File: src/rtl/mo_pkg.sv
package mo_pkg;

    typedef enum logic [1:0] {
        K_READ   = 2'd0,
        K_WRITE  = 2'd1,
        K_FLUSH  = 2'd2,
        K_ATOMIC = 2'd3
    } kind_e;

    typedef enum logic [1:0] {
        O_UNORD = 2'd0,
        O_ACQ   = 2'd1,
        O_REL   = 2'd2,
        O_FENCE = 2'd3
    } ord_e;

    typedef enum logic [1:0] {
        S_FREE = 2'd0,
        S_WAIT = 2'd1,
        S_BUSY = 2'd2,
        S_DONE = 2'd3
    } st_e;

    typedef struct packed {
        kind_e kind;
        ord_e  ord;
    } attr_t;

    // Ordering-class rule: does an open older entry hold back a younger one?
    function automatic logic order_blocks(ord_e older, ord_e younger);
        logic young_waits_all;
        logic old_gates_rest;
        young_waits_all = (younger == O_REL) || (younger == O_FENCE);
        old_gates_rest  = (older == O_ACQ) || (older == O_FENCE);
        return young_waits_all || old_gates_rest;
    endfunction

    // Data hazard on one line exists unless both sides only read.
    function automatic logic kinds_conflict(kind_e older, kind_e younger);
        return !((older == K_READ) && (younger == K_READ));
    endfunction

endpackage

File: src/rtl/mo_queue.sv
module mo_queue
    import mo_pkg::*;
#(
    parameter int DEPTH  = 8,
    parameter int ADDR_W = 32,
    localparam int PTR_W = $clog2(DEPTH),
    localparam int CNT_W = PTR_W + 1
) (
    input  logic              clk,
    input  logic              rst,
    input  logic              enq_fire,
    input  logic [ADDR_W-1:0] enq_addr,
    input  attr_t             enq_attr,
    input  logic              iss_fire,
    input  logic [PTR_W-1:0]  iss_slot,
    input  logic              cpl_valid,
    input  logic [PTR_W-1:0]  cpl_tag,
    output logic [ADDR_W-1:0] addr_q [DEPTH],
    output attr_t             attr_q [DEPTH],
    output st_e               st_q   [DEPTH],
    output logic [PTR_W-1:0]  head_q,
    output logic [CNT_W-1:0]  count_q
);

    logic [DEPTH-1:0] ret_mask;
    logic [CNT_W-1:0] lead;
    logic [PTR_W-1:0] tail;

    assign tail = head_q + count_q[PTR_W-1:0];

    // Count the run of completed entries at the oldest end; they leave together.
    always_comb begin
        logic             run;
        logic [PTR_W-1:0] s;
        ret_mask = '0;
        lead     = '0;
        run      = 1'b1;
        for (int k = 0; k < DEPTH; k++) begin
            s = head_q + PTR_W'(k);
            if (run && (CNT_W'(k) < count_q) && (st_q[s] == S_DONE)) begin
                ret_mask[s] = 1'b1;
                lead        = lead + CNT_W'(1);
            end else begin
                run = 1'b0;
            end
        end
    end

    for (genvar i = 0; i < DEPTH; i++) begin : g_slot
        always_ff @(posedge clk) begin
            if (rst) begin
                st_q[i]   <= S_FREE;
                addr_q[i] <= '0;
                attr_q[i] <= '0;
            end else begin
                if (ret_mask[i]) begin
                    st_q[i] <= S_FREE;
                end
                if (iss_fire && (iss_slot == PTR_W'(i))) begin
                    st_q[i] <= S_BUSY;
                end
                if (cpl_valid && (cpl_tag == PTR_W'(i))) begin
                    st_q[i] <= S_DONE;
                end
                if (enq_fire && (tail == PTR_W'(i))) begin
                    st_q[i]   <= S_WAIT;
                    addr_q[i] <= enq_addr;
                    attr_q[i] <= enq_attr;
                end
            end
        end
    end

    always_ff @(posedge clk) begin
        if (rst) begin
            head_q  <= '0;
            count_q <= '0;
        end else begin
            head_q  <= head_q + lead[PTR_W-1:0];
            count_q <= count_q - lead + CNT_W'(enq_fire);
        end
    end

    // occupancy never exceeds capacity
    a_r2_count_bound: assert property (@(posedge clk) disable iff (rst)
        count_q <= CNT_W'(DEPTH));

    // a new entry only lands in a free slot
    a_r2_enq_into_free: assert property (@(posedge clk) disable iff (rst)
        enq_fire |-> st_q[tail] == S_FREE);

    // a completion names an outstanding tag
    a_r2_cpl_outstanding: assert property (@(posedge clk) disable iff (rst)
        cpl_valid |-> st_q[cpl_tag] == S_BUSY);

endmodule

File: src/rtl/mo_picker.sv
module mo_picker
    import mo_pkg::*;
#(
    parameter int DEPTH  = 8,
    parameter int LINE_W = 27,
    localparam int PTR_W = $clog2(DEPTH),
    localparam int CNT_W = PTR_W + 1
) (
    input  logic [LINE_W-1:0] line_q [DEPTH],
    input  attr_t             attr_q [DEPTH],
    input  st_e               st_q   [DEPTH],
    input  logic [PTR_W-1:0]  head_q,
    input  logic [CNT_W-1:0]  count_q,
    output logic              pick_valid,
    output logic [PTR_W-1:0]  pick_slot
);

    logic [DEPTH-1:0] elig;
    logic [PTR_W-1:0] age_slot [DEPTH];

    // For each age position, check every older open entry for an ordering
    // or same-line hazard.
    always_comb begin
        logic blk;
        logic same_line;
        for (int k = 0; k < DEPTH; k++) begin
            age_slot[k] = head_q + PTR_W'(k);
        end
        for (int k = 0; k < DEPTH; k++) begin
            blk = 1'b0;
            for (int m = 0; m < k; m++) begin
                same_line = (line_q[age_slot[m]] == line_q[age_slot[k]]);
                if (st_q[age_slot[m]] != S_DONE) begin
                    if (order_blocks(attr_q[age_slot[m]].ord, attr_q[age_slot[k]].ord)) begin
                        blk = 1'b1;
                    end
                    if (same_line && kinds_conflict(attr_q[age_slot[m]].kind,
                                                    attr_q[age_slot[k]].kind)) begin
                        blk = 1'b1;
                    end
                end
            end
            elig[k] = (CNT_W'(k) < count_q) && (st_q[age_slot[k]] == S_WAIT) && !blk;
        end
    end

    // Oldest eligible wins.
    always_comb begin
        pick_valid = 1'b0;
        pick_slot  = head_q;
        for (int k = DEPTH - 1; k >= 0; k--) begin
            if (elig[k]) begin
                pick_valid = 1'b1;
                pick_slot  = age_slot[k];
            end
        end
    end

endmodule

File: src/rtl/mo_issue_gate.sv
module mo_issue_gate
    import mo_pkg::*;
#(
    parameter int DEPTH      = 8,
    parameter int ADDR_W     = 32,
    parameter int LINE_BYTES = 32,
    localparam int TAG_W     = $clog2(DEPTH)
) (
    input  logic              clk,
    input  logic              rst,
    input  logic              enq_valid,
    output logic              enq_ready,
    input  logic [ADDR_W-1:0] enq_addr,
    input  logic [1:0]        enq_kind,
    input  logic [1:0]        enq_order,
    input  logic              cpl_valid,
    input  logic [TAG_W-1:0]  cpl_tag,
    output logic              iss_valid,
    output logic [TAG_W-1:0]  iss_tag,
    output logic [ADDR_W-1:0] iss_addr,
    output logic [1:0]        iss_kind
);

    localparam int LINE_LSB = $clog2(LINE_BYTES);
    localparam int LINE_W   = ADDR_W - LINE_LSB;
    localparam int CNT_W    = TAG_W + 1;

    logic [ADDR_W-1:0] addr_q [DEPTH];
    logic [LINE_W-1:0] line_q [DEPTH];
    attr_t             attr_q [DEPTH];
    st_e               st_q   [DEPTH];
    logic [TAG_W-1:0]  head_q;
    logic [CNT_W-1:0]  count_q;

    logic              pick_valid;
    logic [TAG_W-1:0]  pick_slot;
    logic              pick_fire;
    logic              enq_fire;
    attr_t             enq_attr;

    logic              awr_pend_q;
    logic [TAG_W-1:0]  awr_tag_q;
    logic [ADDR_W-1:0] awr_addr_q;

    assign enq_ready = (count_q < CNT_W'(DEPTH));
    assign enq_fire  = enq_valid && enq_ready;
    assign enq_attr  = '{kind: kind_e'(enq_kind), ord: ord_e'(enq_order)};

    for (genvar i = 0; i < DEPTH; i++) begin : g_line
        assign line_q[i] = addr_q[i][ADDR_W-1:LINE_LSB];
    end

    mo_queue #(.DEPTH(DEPTH), .ADDR_W(ADDR_W)) u_queue (
        .clk      (clk),
        .rst      (rst),
        .enq_fire (enq_fire),
        .enq_addr (enq_addr),
        .enq_attr (enq_attr),
        .iss_fire (pick_fire),
        .iss_slot (pick_slot),
        .cpl_valid(cpl_valid),
        .cpl_tag  (cpl_tag),
        .addr_q   (addr_q),
        .attr_q   (attr_q),
        .st_q     (st_q),
        .head_q   (head_q),
        .count_q  (count_q)
    );

    mo_picker #(.DEPTH(DEPTH), .LINE_W(LINE_W)) u_picker (
        .line_q    (line_q),
        .attr_q    (attr_q),
        .st_q      (st_q),
        .head_q    (head_q),
        .count_q   (count_q),
        .pick_valid(pick_valid),
        .pick_slot (pick_slot)
    );

    // A pending atomic write beat owns the port for one cycle.
    assign pick_fire = pick_valid && !awr_pend_q;

    always_comb begin
        iss_valid = awr_pend_q || pick_valid;
        if (awr_pend_q) begin
            iss_tag  = awr_tag_q;
            iss_addr = awr_addr_q;
            iss_kind = K_WRITE;
        end else begin
            iss_tag  = pick_slot;
            iss_addr = addr_q[pick_slot];
            iss_kind = (attr_q[pick_slot].kind == K_ATOMIC) ? K_READ : attr_q[pick_slot].kind;
        end
    end

    always_ff @(posedge clk) begin
        if (rst) begin
            awr_pend_q <= 1'b0;
            awr_tag_q  <= '0;
            awr_addr_q <= '0;
        end else begin
            awr_pend_q <= pick_fire && (attr_q[pick_slot].kind == K_ATOMIC);
            if (pick_fire) begin
                awr_tag_q  <= pick_slot;
                awr_addr_q <= addr_q[pick_slot];
            end
        end
    end

    // the read beat of an atomic is followed at once by its write beat
    a_r10_write_beat: assert property (@(posedge clk) disable iff (rst)
        (pick_fire && attr_q[pick_slot].kind == K_ATOMIC && iss_kind == K_READ)
        |=> (iss_valid && iss_kind == K_WRITE && iss_tag == $past(iss_tag)
             && iss_addr == $past(iss_addr)));

    // a fresh beat always comes from an entry still waiting in the queue
    a_r3_issue_from_wait: assert property (@(posedge clk) disable iff (rst)
        (iss_valid && !awr_pend_q) |-> st_q[iss_tag] == S_WAIT);

endmodule

File: config.mk
export PLATFORM = sky130hd
export DESIGN_NAME = mo_issue_gate
export DESIGN_NICKNAME = d
export VERILOG_FILES = /design/src/rtl/mo_pkg.sv /design/src/rtl/mo_queue.sv /design/src/rtl/mo_picker.sv /design/src/rtl/mo_issue_gate.sv
export SDC_FILE = /design/constraint.sdc
export NUM_CORES = 2
export LEC_CHECK = 0
export ABC_AREA = 1
export BUFFER_PORTS_ARGS = -buffer_cell sky130_fd_sc_hd__buf_2
export CORE_MARGIN = 2
export CORE_UTILIZATION = 29
export CTS_BUF_LIST = sky130_fd_sc_hd__clkbuf_8 sky130_fd_sc_hd__clkbuf_16
export DETAILED_ROUTE_END_ITERATION = 16
export PLACE_DENSITY = 0.39
export SYNTH_ARGS = -nofsm -noshare
export SYNTH_HDL_FRONTEND = slang
export SYNTH_SLANG_ARGS = --single-unit
export TNS_END_PERCENT = 100
File: constraint.sdc
create_clock -name clk -period 10.4 [get_ports clk]
set_input_delay 0.52 -clock clk [delete_from_list [all_inputs] [get_ports clk]]
set_output_delay 0.52 -clock clk [all_outputs]
set_load 0.005 [all_outputs]
# [Word level (Yosys, flattened, before mapping)]
# Cells that the tools add are included.
[word_totals] ff_bits=347 out_inout_bits=39 input_bits=43 wordCells=696
[classes] add_sub_neg=18 n_reduce_logical=235 order_cmp=34 n_eq_ne=95 muxes=253 bitwise=16
[op_table] operator="27-bit equality test" n=28
[op_table] operator="27-bit binary-select mux with 3-bit select" n=8
[op_table] operator="27-bit two-way mux" n=16
[op_table] operator="1-bit logical AND" n=121
[op_table] operator="1-bit two-way mux" n=116
[op_table] operator="4-bit binary-select mux with 3-bit select" n=9
[op_table] operator="4-bit two-way mux" n=25
[op_table] operator="32-bit binary-select mux with 3-bit select" n=1
[op_table] operator="32-bit two-way mux" n=3
[op_table] operator="2-bit two-way mux" n=42
[op_table] operator="8-bit two-way mux" n=8
[op_table] operator="8-bit OR" n=7
[op_table] operator="2-bit binary-select mux with 3-bit select" n=8
[op_table] operator="2-bit equality test, second input constant" n=24
[op_table] operator="1-bit logical OR" n=43
[op_table] operator="3-bit equality test, second input constant" n=12
[op_table] operator="4-bit greater-or-equal comparator, second input constant" n=9
[op_table] operator="1-bit zero test" n=36
[op_table] operator="3-bit NOT with 4-bit output" n=9
[op_table] operator="3-bit by 4-bit less-than comparator with 1-bit output, second input constant" n=8
[op_table] operator="4-bit nonzero test" n=8
[op_table] operator="2-bit by 1-bit equality test with 1-bit output, second input constant" n=15
[op_table] operator="4-bit by 1-bit adder with 4-bit output, second input constant" n=7
[op_table] operator="3-bit two-way mux" n=9
[op_table] operator="19 further kinds" n=79

# [Logic depth before layout (Yosys ltp)]
[logic_depth] ltp_word=46 depth_mapped=53 mapped_depth_nobuf=42

# [Cells and area by module]
# From an unflattened synthesis, not the netlist that was laid out.
[unflattened] hier_cells=7935 area_unflattened_um2=41559.9
[modules_own_cells] mod="mo_picker" cells_per_inst=5091 seq_area_each_um2=0.0 instances=1 area_each_um2=23432.5
[modules_own_cells] mod="mo_queue" cells_per_inst=1795 seq_area_each_um2=6226.0 instances=1 area_each_um2=13095.1
[modules_own_cells] mod="mo_issue_gate" cells_per_inst=1049 seq_area_each_um2=720.7 instances=1 area_each_um2=5032.3

# [Worst setup path before layout]
# No wires, ideal clock.
[synth_timing] path_type="flip-flop to flip-flop" start="reg u_queue.head_q[0]" end="reg u_queue.count_q[3]" setup_slack_ns=2.533 synth_period_minus_slack_ns=7.867 t_required_ns=10.272 setup_time_ns=0.128 stages_incl_launch_ff=54 arrival_time_ns=7.739 cell_sequence="dfxtp_1 -> buf_6 -> inv_4 -> buf_6 -> buf_6 -> buf_6 -> buf_6 -> clkbuf_1 -> ha_1 -> buf_2 -> inv_2 -> buf_4 -> buf_4 -> buf_4 -> buf_4 -> nand3_1 -> o21ai_0 -> inv_1 -> [18 not listed] -> ha_1 -> nor2_1 -> a31oi_1 -> ha_1 -> nand2_1 -> nand2_1 -> ha_1 -> nor2_1 -> nor2_1 -> inv_1 -> ha_1 -> ha_1 -> nand3_1 -> nand2_1 -> xor2_1 -> xnor2_1 -> xor2_1 -> nor2_1"
[synth_between] elab_chain_len=30
[synth_rtl] item="start: declaration" line="mo_queue.sv:21" rtl="output logic [PTR_W-1:0] head_q,"
[synth_rtl] item="start signal: assignment" line="mo_queue.sv:79" rtl="head_q <= head_q + lead[PTR_W-1:0];"
[synth_rtl] item="branches (longest 27 deep; another with 4-bit by 1-bit adder with 4-bit output)"
[synth_rtl] item="4-bit two-way mux *" line="mo_queue.sv:40" rtl="if (run && (CNT_W'(k) < count_q) && (st_q[s] == S_DONE)) begin"
[synth_rtl] item="4-bit subtractor *" line="mo_queue.sv:80" rtl="count_q <= count_q - lead + CNT_W'(enq_fire);"
[synth_rtl] item="4-bit by 1-bit adder with 4-bit output *" line="mo_queue.sv:80"
[synth_rtl] item="end signal: assignment" line="mo_queue.sv:80"
[synth_rtl] item="end: declaration" line="mo_queue.sv:22" rtl="output logic [CNT_W-1:0] count_q"
# Mark *: on every way between the ends. The select of a mux whose other input is x is not followed.
# A chain may end at the register's enable or synchronous reset.

# [Worst setup path in the final report]
[layout_timing] start="reg u_queue.head_q[0]" end="out iss_addr[7]"
[layout_between] elab_chain_len=44
[layout_rtl] item="3-bit adder" line="mo_picker.sv:27" rtl="age_slot[k] = head_q + PTR_W'(k);"
[layout_rtl] item="3-bit NOT with 4-bit output (implied by the code)"
[layout_rtl] item="4-bit binary-select mux with 3-bit select" line="mo_picker.sv:34, mo_picker.sv:38"
[layout_rtl] item="4-bit two-way mux (implied by the code) (2 in series)" line="mo_picker.sv:34" rtl="if (order_blocks(attr_q[age_slot[m]].ord, attr_q[age_slot[k]].ord)) begin"
[layout_rtl] item="2-bit equality test or 2-bit zero test (tied branches)" line="mo_pkg.sv:33, mo_pkg.sv:40"
[layout_rtl] item="1-bit logical OR or 1-bit logical AND (tied branches)" line="mo_pkg.sv:33, mo_pkg.sv:40"
[layout_rtl] item="1-bit logical OR or 1-bit zero test (tied branches)" line="mo_pkg.sv:35, mo_pkg.sv:40"
[layout_rtl] item="1-bit two-way mux or 1-bit logical AND (tied branches)" line="mo_picker.sv:34, mo_picker.sv:37"
[layout_rtl] item="[20 not listed]"
[layout_rtl] item="1-bit zero test" line="mo_picker.sv:43" rtl="elig[k] = (CNT_W'(k) < count_q) && (st_q[age_slot[k]] == S_WAIT) && !blk;"
[layout_rtl] item="1-bit logical AND" line="mo_picker.sv:43"
[layout_rtl] item="3-bit two-way mux (7 in series)" line="mo_picker.sv:52" rtl="if (elig[k]) begin"
[layout_rtl] item="3-bit two-way mux *" line="mo_picker.sv:52"
[layout_rtl] item="3-bit NOT with 4-bit output (implied by the code) *" line="mo_issue_gate.sv:91" rtl="iss_addr = addr_q[pick_slot];"
[layout_rtl] item="32-bit binary-select mux with 3-bit select *" line="mo_issue_gate.sv:91"
[layout_rtl] item="32-bit two-way mux (implied by the code) * (2 in series)" line="mo_issue_gate.sv:91"
[layout_rtl] item="32-bit two-way mux *" line="mo_issue_gate.sv:85" rtl="if (awr_pend_q) begin"
[layout_rtl] item="end: declaration" line="mo_issue_gate.sv:20" rtl="output logic [ADDR_W-1:0] iss_addr,"
# Every way passes the cells marked *; elsewhere a longest branch is shown, timed or not. The select of a mux whose other input is x is not followed.

==> results.sh <==
export IMPL_status="completed"
export IMPL_rr_endpoint="u_queue.count_q[3]"
export IMPL_drc=0
export IMPL_setup_tns_ps=0
export IMPL_worstPathMaxFanout=102
export IMPL_hold_depth=3
export IMPL_fmax_mhz=110.1
export IMPL_cts_buffer_depth=3
export IMPL_wl_um=281300
export IMPL_ys_flop_type="dfxtp_1"
export IMPL_cts_made_buffers=44
export IMPL_crit_path_start="u_queue.head_q[0]"
export IMPL_hold_viol=0
export IMPL_slew_viol_final=0
export IMPL_drv_cap=0
export IMPL_p_int_mw=4.206
export IMPL_antenna_found_initial=21
export IMPL_cts_root_buffer="clkbuf_16"
export IMPL_insertion_delay_ps=640
export IMPL_hold_buffers=0
export IMPL_rsz0062_at_grt="no"
export IMPL_grt_usage=0.3899
export IMPL_die_width_um=372.7
export IMPL_die_area_um2=138900
export IMPL_max_slew_margin=0.07398
export IMPL_vias_per_cell=5.650
export IMPL_worstHoldStart="enq_addr[5]"
export IMPL_power_leakage_nw=20.40
export IMPL_syn_instance_count=7526
export IMPL_placed_area_um2=41230
export IMPL_core_um2=135100
export IMPL_synthArstFlopShare=0
export IMPL_h_tree_depth=2
export IMPL_vias=51961
export IMPL_avgSynthCellArea_um2=5.238
export IMPL_rrSetupSlack_ps=2190
export IMPL_area_delta_synth_final_pct=8.255
export IMPL_cp_start_kind="flip-flop"
export IMPL_crit_arrival_ps=8560
export IMPL_num_fill_cells=15668
export IMPL_cts_tree="yes"
export IMPL_pre_cts_ws_ps=2210
export IMPL_tightest_slew_ps=1380
export IMPL_overflow=0
export IMPL_regToRegStartpoint="u_queue.head_q[0]"
export IMPL_p_sw_mw=6.847
export IMPL_crit_top_cell="nand2_1"
export IMPL_ant_nets=0
export IMPL_crit_required_ps=9880
export IMPL_ctsResizeCount=0
export IMPL_io_pin_count=82
export IMPL_rows=135
export IMPL_period_needed_ps=9080
export IMPL_post_route_cell_area_um2=42680
export IMPL_synthDistinctLibCells=52
export IMPL_wl_per_cell_um=30.59
export IMPL_crit_slowest_cell="dfxtp_4"
export IMPL_p_seq_frac=0.159
export IMPL_drive_above_1_share=0.06424
export IMPL_fin_skew_ps=27.56
export IMPL_peakVddDrop_v=0.0001377
export IMPL_fin_crit_sh=0.8731
export IMPL_critical_path_class="flip-flop to primary output"
export IMPL_p_clk_frac=0.141
export IMPL_combPwrFrac=0.700
export IMPL_synth_warning_count=0
export IMPL_slowest_delay_ps=860
export IMPL_nNetsFinal=7443
export IMPL_start_util=0.2917
export IMPL_endpoint_kind="primary output"
export IMPL_io_buffers=81
export IMPL_synth_seq_cells=347
export IMPL_grt_first_pass_wirelength_um=383100
export IMPL_min_path_type="input pin to flip-flop"
export IMPL_synth_net_count=7592
export IMPL_post_cts_setup_buffer_count=0
export IMPL_gp_congestion=1.108
export IMPL_hold_path_end="u_queue.addr_q[69]"
export IMPL_drtIter0Drc=7308
export IMPL_synth_edf_count=0
export IMPL_drtPass1Iterations=6
export IMPL_setup_viol=0
export IMPL_hpwl_um=222000
export IMPL_swShare=0.6195
export IMPL_yosysSeqAreaShare=0.1762
export IMPL_die_h_um=372.7
export IMPL_cts_sinks=347
export IMPL_fin_ws_ps=1320
export IMPL_grt_pass1_vias=45986
export IMPL_powerDensity_nw_per_um2=259.0
export IMPL_r2r_cells=42
export IMPL_grt_max_degree=160
export IMPL_clkSlewWorstSetupHoldPaths_ps=60
export IMPL_netlist_area_um2=39420
routing by layer:
metal  vias up  part of all wire  global-route usage
li1      23863                 -                   -
met1     24964              0.46              0.5700
met2      2749              0.40              0.5626
met3       371             0.093             0.06645
met4        14             0.044              0.1483
met5         -           0.00034                   0
kinds of logic (layout without fill, tap and decap cells):
kind of cell    count (synthesis)  in the layout  share of synthesized area
simple gates                 5405           5405                     0.5632
mux                             7              7                   0.001777
flops                         347            347                     0.1762
buf+inv                       689            573                    0.07890
compound gates                755            755                     0.1044
fa+ha+maj                      23             23                   0.007871
other cells                     0              5                          0
xor+xnor                      300            300                    0.06760
area by class of cell:
cell class / count / area [um^2] / area share
Sequential cell: 347 / 6959 / 0.1631
Timing Repair Buffer: 185 / 1376 / 0.03225
Clock buffer: 56 / 1266 / 0.02967
Inverter: 309 / 1179 / 0.02762
Clock inverter: 23 / 170.2 / 0.003987
Tap cell: 1781 / 2228 / 0.05222
Antenna cell: 5 / 12.51 / 0.0002932
Multi-Input combinational cell: 6490 / 29490 / 0.6909
critical path: cells and delay by family, from the launching register on:
kind	cells	cell delay (ps)
AND/OR/NAND/NOR	28	4070
buffers and inverters	6	1680
flip-flops	1	860
adder cells (fa/ha/maj)	1	440
AO/OA/AOI/OAI	1	350
cell usage in the layout, fill, tap and decap left out, drive strengths merged, types with 10 or more instances in the layout:
cell type  instances
nand2           3503
inv              317
o21ai            529
a221oi            11
xor2             127
nand3            959
a21oi            165
nor2             761
nor3              53
ha                20
clkinv            13
buf              185
xnor2            173
clkbuf            56
o22ai             16
dfxtp            347
nand4             86
nor4              21
o2111ai           10
metrics by stage:
stage | hold slack (ps) | std cells | util | total power, mW
2_1_floorplan | 439.6 | 7526 | - | 5.556
3_5_place_dp | 453.0 | 9112 | 0.3051 | 9.139
4_1_cts | 200.4 | 9191 | 0.3157 | 10.72
3_3_place_gp | 448.4 | 9112 | 0.3051 | 9.186
5_1_grt | 232.1 | 9191 | 0.3157 | 11.37
6_report | 224.5 | 9196 | 0.3158 | 11.05
synthesized netlist by cell type (all sizes together), types with 10 or more instances:
master,instances,area [um^2]
nand4,86,538.0
xnor2,173,1534
o22ai,16,100.1
ha,20,250.2
clkbuf,136,510.5
buf,244,1435
o2111ai,10,87.58
xor2,127,1131
dfxtp,347,6947
a21oi,165,833.3
nor3,53,304.1
a221oi,11,96.34
nand3,959,4815
nor2,761,2877
nand2,3503,13390
inv,301,1135
nor4,21,131.4
o21ai,529,2824
power groups by stage:
stage | logic, mW | clock network (mW) | registers, mW
after floorplan | 3.90 | 0 | 1.65
after detailed placement | 7.37 | 0 | 1.77
final | 7.74 | 1.56 | 1.75
after CTS | 7.39 | 1.58 | 1.74
after global placement | 7.42 | 0 | 1.77
after global routing | 7.96 | 1.63 | 1.77
worst max-delay path by stage:
stage | endpoint | slack [ps] | depth (start not counted)
global placement | u_queue.count_q[3] | 2160 | 42
CTS | iss_addr[29] | 1620 | 38
global route | iss_kind[0] | 1110 | 35
finish | iss_addr[7] | 1320 | 36
floorplan | u_queue.count_q[3] | 2530 | 53
detailed placement | u_queue.count_q[3] | 2210 | 42
state kept, by name, summed over array words and instances, names as in the netlist:
signal / cells
u_queue.attr_q: 32
awr_tag_q: 3
u_queue.count_q: 4
u_queue.st_q: 16
awr_addr_q: 32
u_queue.addr_q: 256
u_queue.head_q: 3
awr_pend_q: 1
Note: power is estimated with default switching activity, not from simulation.
